## config.mk

```make
export PLATFORM = sky130hd
export DESIGN_NAME = irq_prio_select
export DESIGN_NICKNAME = d
export VERILOG_FILES = /design/src/rtl/irqsel_pkg.sv /design/src/rtl/irqsel_prio_map.sv /design/src/rtl/irqsel_pick.sv /design/src/rtl/irqsel_gate.sv /design/src/rtl/irq_prio_select.sv
export SDC_FILE = /design/constraint.sdc
export NUM_CORES = 2
export LEC_CHECK = 0
export CORE_AREA = 4 4 418 420
export CTS_BUF_LIST = sky130_fd_sc_hd__clkbuf_2
export DETAILED_ROUTE_END_ITERATION = 12
export DIE_AREA = 0 0 422 424
export GPL_ROUTABILITY_DRIVEN = 1
export REMOVE_ABC_BUFFERS = 1
export SLEW_MARGIN = 20
export SYNTH_ARGS = -nofsm -noshare
export SYNTH_HDL_FRONTEND = slang
export SYNTH_SLANG_ARGS = --single-unit
```

## constraint.sdc

```tcl
create_clock -name clk -period 199.7 [get_ports clk]
set_input_delay 29.955 -clock clk [delete_from_list [all_inputs] [get_ports clk]]
set_output_delay 29.955 -clock clk [all_outputs]
set_load 0.01 [all_outputs]
```

## src/rtl/irqsel_pkg.sv

```systemverilog
package irqsel_pkg;
  localparam int ID_W = 10;
  localparam logic [ID_W-1:0] NONE_ID = 10'd1023;
endpackage

```

## src/rtl/irqsel_prio_map.sv

```systemverilog
module irqsel_prio_map #(
  parameter int NIRQ  = 64,
  parameter int NCPU  = 2,
  parameter int NPRIV = 32,
  parameter int PW    = 8,
  parameter int CPU   = 0
) (
  input  logic [NCPU*NPRIV*PW-1:0]   priv_prio,
  input  logic [(NIRQ-NPRIV)*PW-1:0] shared_prio,
  output logic [NIRQ*PW-1:0]         prio_vec
);
  localparam int PRIV_BASE = CPU * NPRIV * PW;

  for (genvar i = 0; i < NIRQ; i++) begin : g_line
    if (i < NPRIV) begin : g_priv
      assign prio_vec[i*PW +: PW] = priv_prio[PRIV_BASE + i*PW +: PW];
    end else begin : g_shr
      assign prio_vec[i*PW +: PW] = shared_prio[(i-NPRIV)*PW +: PW];
    end
  end
endmodule

```

## src/rtl/irqsel_pick.sv

```systemverilog
module irqsel_pick
  import irqsel_pkg::*;
#(
  parameter int NIRQ = 64,
  parameter int PW   = 8
) (
  input  logic [NIRQ-1:0]    en,
  input  logic [NIRQ-1:0]    pend,
  input  logic [NIRQ*PW-1:0] prio_vec,
  output logic [PW:0]        best_prio,
  output logic [ID_W-1:0]    best_id
);
  // Upward scan with strict less-than: lowest number wins a tie.
  always_comb begin
    best_prio = {1'b1, {PW{1'b0}}};
    best_id   = NONE_ID;
    for (int i = 0; i < NIRQ; i++) begin
      if (en[i] && pend[i] && ({1'b0, prio_vec[i*PW +: PW]} < best_prio)) begin
        best_prio = {1'b0, prio_vec[i*PW +: PW]};
        best_id   = ID_W'(i);
      end
    end
  end
endmodule

```

## src/rtl/irqsel_gate.sv

```systemverilog
module irqsel_gate
  import irqsel_pkg::*;
#(
  parameter int PW = 8
) (
  input  logic            clk,
  input  logic            rst_n,
  input  logic            dist_en,
  input  logic            cpu_en,
  input  logic [PW-1:0]   pmask,
  input  logic [PW:0]     run_prio,
  input  logic [PW:0]     best_prio,
  input  logic [ID_W-1:0] best_id,
  output logic            irq_req,
  output logic [ID_W-1:0] hp_id
);
  logic open_q;
  logic pass_mask;
  logic beat_run;

  assign open_q    = dist_en && cpu_en;
  assign pass_mask = best_prio <= {1'b0, pmask};
  assign beat_run  = best_prio < run_prio;

  always_ff @(posedge clk) begin
    if (!rst_n) begin
      irq_req <= 1'b0;
      hp_id   <= NONE_ID;
    end else begin
      irq_req <= open_q && pass_mask && beat_run;
      hp_id   <= (open_q && pass_mask) ? best_id : NONE_ID;
    end
  end

  p_req_has_id_r6: assert property (@(posedge clk) disable iff (!rst_n)
    irq_req |-> (hp_id != NONE_ID));

  p_req_below_run_r6: assert property (@(posedge clk) disable iff (!rst_n)
    irq_req |-> ($past(best_prio) < $past(run_prio)));

  p_id_within_mask_r5: assert property (@(posedge clk) disable iff (!rst_n)
    (hp_id != NONE_ID) |-> ($past(best_prio) <= {1'b0, $past(pmask)}));

  p_dist_off_quiet_r7: assert property (@(posedge clk) disable iff (!rst_n)
    !dist_en |=> (!irq_req && hp_id == NONE_ID));

  p_cpu_off_quiet_r8: assert property (@(posedge clk) disable iff (!rst_n)
    !cpu_en |=> (!irq_req && hp_id == NONE_ID));
endmodule

```

## src/rtl/irq_prio_select.sv

```systemverilog
module irq_prio_select
  import irqsel_pkg::*;
#(
  parameter int NIRQ  = 64,
  parameter int NCPU  = 2,
  parameter int NPRIV = 32,
  parameter int PW    = 8
) (
  input  logic                       clk,
  input  logic                       rst_n,
  input  logic                       dist_en,
  input  logic [NCPU-1:0]            cpu_en,
  input  logic [NCPU*NIRQ-1:0]       irq_en,
  input  logic [NCPU*NIRQ-1:0]       irq_pend,
  input  logic [NCPU*NPRIV*PW-1:0]   priv_prio,
  input  logic [(NIRQ-NPRIV)*PW-1:0] shared_prio,
  input  logic [NCPU*PW-1:0]         prio_mask,
  input  logic [NCPU*(PW+1)-1:0]     run_prio,
  output logic [NCPU-1:0]            irq_req,
  output logic [NCPU*ID_W-1:0]       hp_id
);
  localparam int RW = PW + 1;

  for (genvar c = 0; c < NCPU; c++) begin : g_cpu
    logic [NIRQ*PW-1:0] prio_vec;
    logic [PW:0]        best_prio;
    logic [ID_W-1:0]    best_id;

    irqsel_prio_map #(.NIRQ(NIRQ), .NCPU(NCPU), .NPRIV(NPRIV), .PW(PW), .CPU(c)) u_map (
      .priv_prio  (priv_prio),
      .shared_prio(shared_prio),
      .prio_vec   (prio_vec)
    );

    irqsel_pick #(.NIRQ(NIRQ), .PW(PW)) u_pick (
      .en       (irq_en[c*NIRQ +: NIRQ]),
      .pend     (irq_pend[c*NIRQ +: NIRQ]),
      .prio_vec (prio_vec),
      .best_prio(best_prio),
      .best_id  (best_id)
    );

    irqsel_gate #(.PW(PW)) u_gate (
      .clk      (clk),
      .rst_n    (rst_n),
      .dist_en  (dist_en),
      .cpu_en   (cpu_en[c]),
      .pmask    (prio_mask[c*PW +: PW]),
      .run_prio (run_prio[c*RW +: RW]),
      .best_prio(best_prio),
      .best_id  (best_id),
      .irq_req  (irq_req[c]),
      .hp_id    (hp_id[c*ID_W +: ID_W])
    );

    // with no candidate the registered ID is the none code.
    p_empty_none_r11: assert property (@(posedge clk) disable iff (!rst_n)
      (irq_en[c*NIRQ +: NIRQ] & irq_pend[c*NIRQ +: NIRQ]) == '0
        |=> (hp_id[c*ID_W +: ID_W] == NONE_ID && !irq_req[c]));
  end
endmodule

```

==> reports/metrics.cfg <==
[place]
preCtsSetupSlack_ns = 28.01
hpwl_um = 215000
io_buffer_count = 1084
gp_congestion = 1.022

[floorplanning]
start_util_pct = 27.47
dieArea_sq_mm = 0.1789
die_h_um = 424
fp.coreArea_sq_mm = 0.1710
die_w_um = 422
ios = 1085
fp-row-count = 152

[flow_run]
maxCapViolCount = 0

[route]
drt-initial-drc-count = 4505
drcViolationCount = 0
avgRoutedWirePerCell_um = 24.13
drt-total-wl_um = 240300
ant_nets = 0
drt_pre_antenna_iters = 6
vias_per_cell = 5.655
vias = 56320

[global_route]
grt_max_degree = 22
overflow = 0
grt_pass1_wl_um = 348600
grt_pass1_vias = 54340
antenna_found_initial = 127
gr-usage-all-layers_pct = 25.03

[worst_setup_path]
path_common_cell = a21o_1
cp_num_cells = 641
max_stage_delay_ns = 0.82
worst-path-buf-inv = 39
critPathTopFamily = compound AO/OA/AOI/OAI gates
start_kind = input port
cp_max_fo = 21
slowest_stage = o21ai_1
path_class = input port to flop
worst_ep_arrival_time_ns = 173.11
end_kind = flop
crit_required_ns = 200.05

[clock_network]
cts_tree = built
cts_max_level = 1
clock_path_buffers = 2
post_cts_resized = 0
hold_buffers = 0
cts-root-buf = clkbuf_2
cts_buffers = 3
cts_sinks = 16
cts_setup_buffers = 0
clkTransAtPathRegs_ns = 0.25

[synth]
yosys_warnings = 0
synth_async_sr_flop_share_pct = 0
ys_ff_latch = 16
synth-seq-area-share_pct = 0.6820
yosys_most_used_dff = dfxtp_1
synth_edf_count = 0
netlist_instances = 6710
netlist_area_sq_mm = 0.04697
synth.avg_cell_area_sq_um = 7.000
synth_cell_types = 186

[final_layout]
layout-drive-gt1-share_pct = 9.632
syn_to_final_growth_pct = 26.85
nets = 9499

[timing]
whs_ns = 30.20
setup_tns_ns = 0
max_slew.worst_pin.slew_ns = 1.129
slew_viol_final = 0
rsz0062_at_grt = false
slew_headroom_pct = 24.56
setup_viol = 0
fin_ws_ns = 26.94
finalCriticalPeriod_ns = 172.76
period_share_pct = 86.51
hold_viol_final = 0
fmax_ghz = 0.005788

[min_path]
hold_class = input port to flop
hold_depth = 4
min_from = run_prio[17]
hold_end = g_cpu[1].u_gate.irq_req

[outcome]
status = finished, final reports clean

[logic make-up (layout without fill, tap and decap cells)]
group / Yosys count / after routing / share of synthesized area (%)
and+or+nand+nor: 2134 / 2134 / 22.26
muxes: 390 / 390 / 9.060
AOI/OAI and AO/OA: 2539 / 2539 / 38.28
adders and majority gates: 818 / 818 / 21.67
buffers and inverters: 813 / 1744 / 8.048
other: 0 / 85 / 0
DFF: 16 / 16 / 0.6820
[cell type report]
type / count / area, sq um
fillers: 18160 / 111400
multi-input cells: 5881 / 42880
repair buffers: 1095 / 10930
well taps: 2233 / 2794
inverters: 645 / 2421
flip-flops and latches: 16 / 320.3
diodes: 85 / 212.7
clock buffers: 3 / 15.01
clock inverters: 1 / 3.754
[stage by stage]
| step | utilization (%) | cell area (sq um) | cells |
|---|---|---|---|
| CTS | 34.72 | 59370 | 9874 |
| finish | 34.85 | 59580 | 9959 |
| global route | 34.82 | 59530 | 9941 |
| global placement | 34.70 | 59330 | 9869 |
| floorplan | - | 45610 | 6542 |
| detailed placement | 34.71 | 59350 | 9870 |
[synthesized netlist by cell type, types with 24 or more instances]
cell type,instances,area [sq um]
a21boi_0,48,360.4
o31ai_1,32,240.2
clkbuf_1,56,210.2
nand3_1,111,555.5
o21ai_2,24,210.2
mux2i_1,191,1912
nand4_1,122,763.2
o22ai_1,28,175.2
and2_2,35,262.8
o2111ai_1,37,324.1
or2_2,45,281.5
nand2_1,718,2695
and3_1,26,162.7
o211ai_1,113,848.3
nand2b_1,49,306.5
o21a_1,54,405.4
a211o_1,33,289.0
ha_1,794,9935
nor3_1,95,475.5
a211oi_1,77,578.1
o21ai_1,40,200.2
and2_1,44,275.3
o211a_1,44,440.4
inv_1,644,2417
nor2b_1,39,244.0
a31oi_1,54,337.8
a21o_1,279,2095
mux2_2,171,1926
o21ai_0,492,2462
a21oi_1,590,2953
or3_1,30,187.7
buf_6,46,518.0
nor2_1,560,2102
o21bai_1,37,277.8
a21o_2,53,464.2
[registers in the layout (all words and copies together), names as in the netlist]
name                  count
g_cpu.u_gate.irq_req      2
g_cpu.u_gate.hp_id       14
[how the worst max path moves through the flow]
stage | from | slack (ns) | end
final | irq_pend[0] | 26.94 | g_cpu[0].u_gate.irq_req
after CTS | irq_pend[0] | 28.11 | g_cpu[0].u_gate.hp_id[2]
after floorplan | irq_en[0] | 49.96 | g_cpu[0].u_gate.hp_id[2]
after global placement | irq_pend[0] | 28.87 | g_cpu[0].u_gate.hp_id[2]
after detailed placement | irq_pend[0] | 28.01 | g_cpu[0].u_gate.hp_id[2]
after global routing | irq_pend[0] | 15.07 | g_cpu[0].u_gate.irq_req
[placed cells by master (no fill, tap or decap), types with 30 or more instances in the layout]
| cell | count |
|---|---|
| a21o_2 | 53 |
| nand2b_1 | 49 |
| and2_2 | 35 |
| a211oi_1 | 77 |
| a21o_1 | 279 |
| mux2i_1 | 191 |
| a21boi_0 | 48 |
| and2_1 | 44 |
| o211a_1 | 44 |
| o21a_1 | 54 |
| a211o_1 | 33 |
| o2111ai_1 | 37 |
| o31ai_1 | 32 |
| nand2_1 | 718 |
| o21ai_0 | 490 |
| nand3_1 | 111 |
| clkdlybuf4s50_1 | 1084 |
| diode_2 | 85 |
| nor2_1 | 560 |
| nor2b_1 | 39 |
| o21ai_1 | 42 |
| mux2_2 | 171 |
| or2_2 | 45 |
| a31oi_1 | 54 |
| o211ai_1 | 113 |
| a21oi_1 | 590 |
| nand4_1 | 122 |
| o21bai_1 | 37 |
| ha_1 | 794 |
| inv_1 | 644 |
| nor3_1 | 94 |
| or3_1 | 30 |
[layer usage]
layer  GRT usage [%]  share of wire (%)  vias up  wire [um]
met4           11.40                5.1       34      12180
li1                -                  -    27190          -
met2           43.71                 48     2153     114300
met1           30.39                 41    26490      99720
met3           3.468                5.8      459      13890
met5               0              0.089        -        215
Power is left out: the tool's default activity adds up to more than one toggle a clock period on the data nets, which glitch-free logic cannot reach.
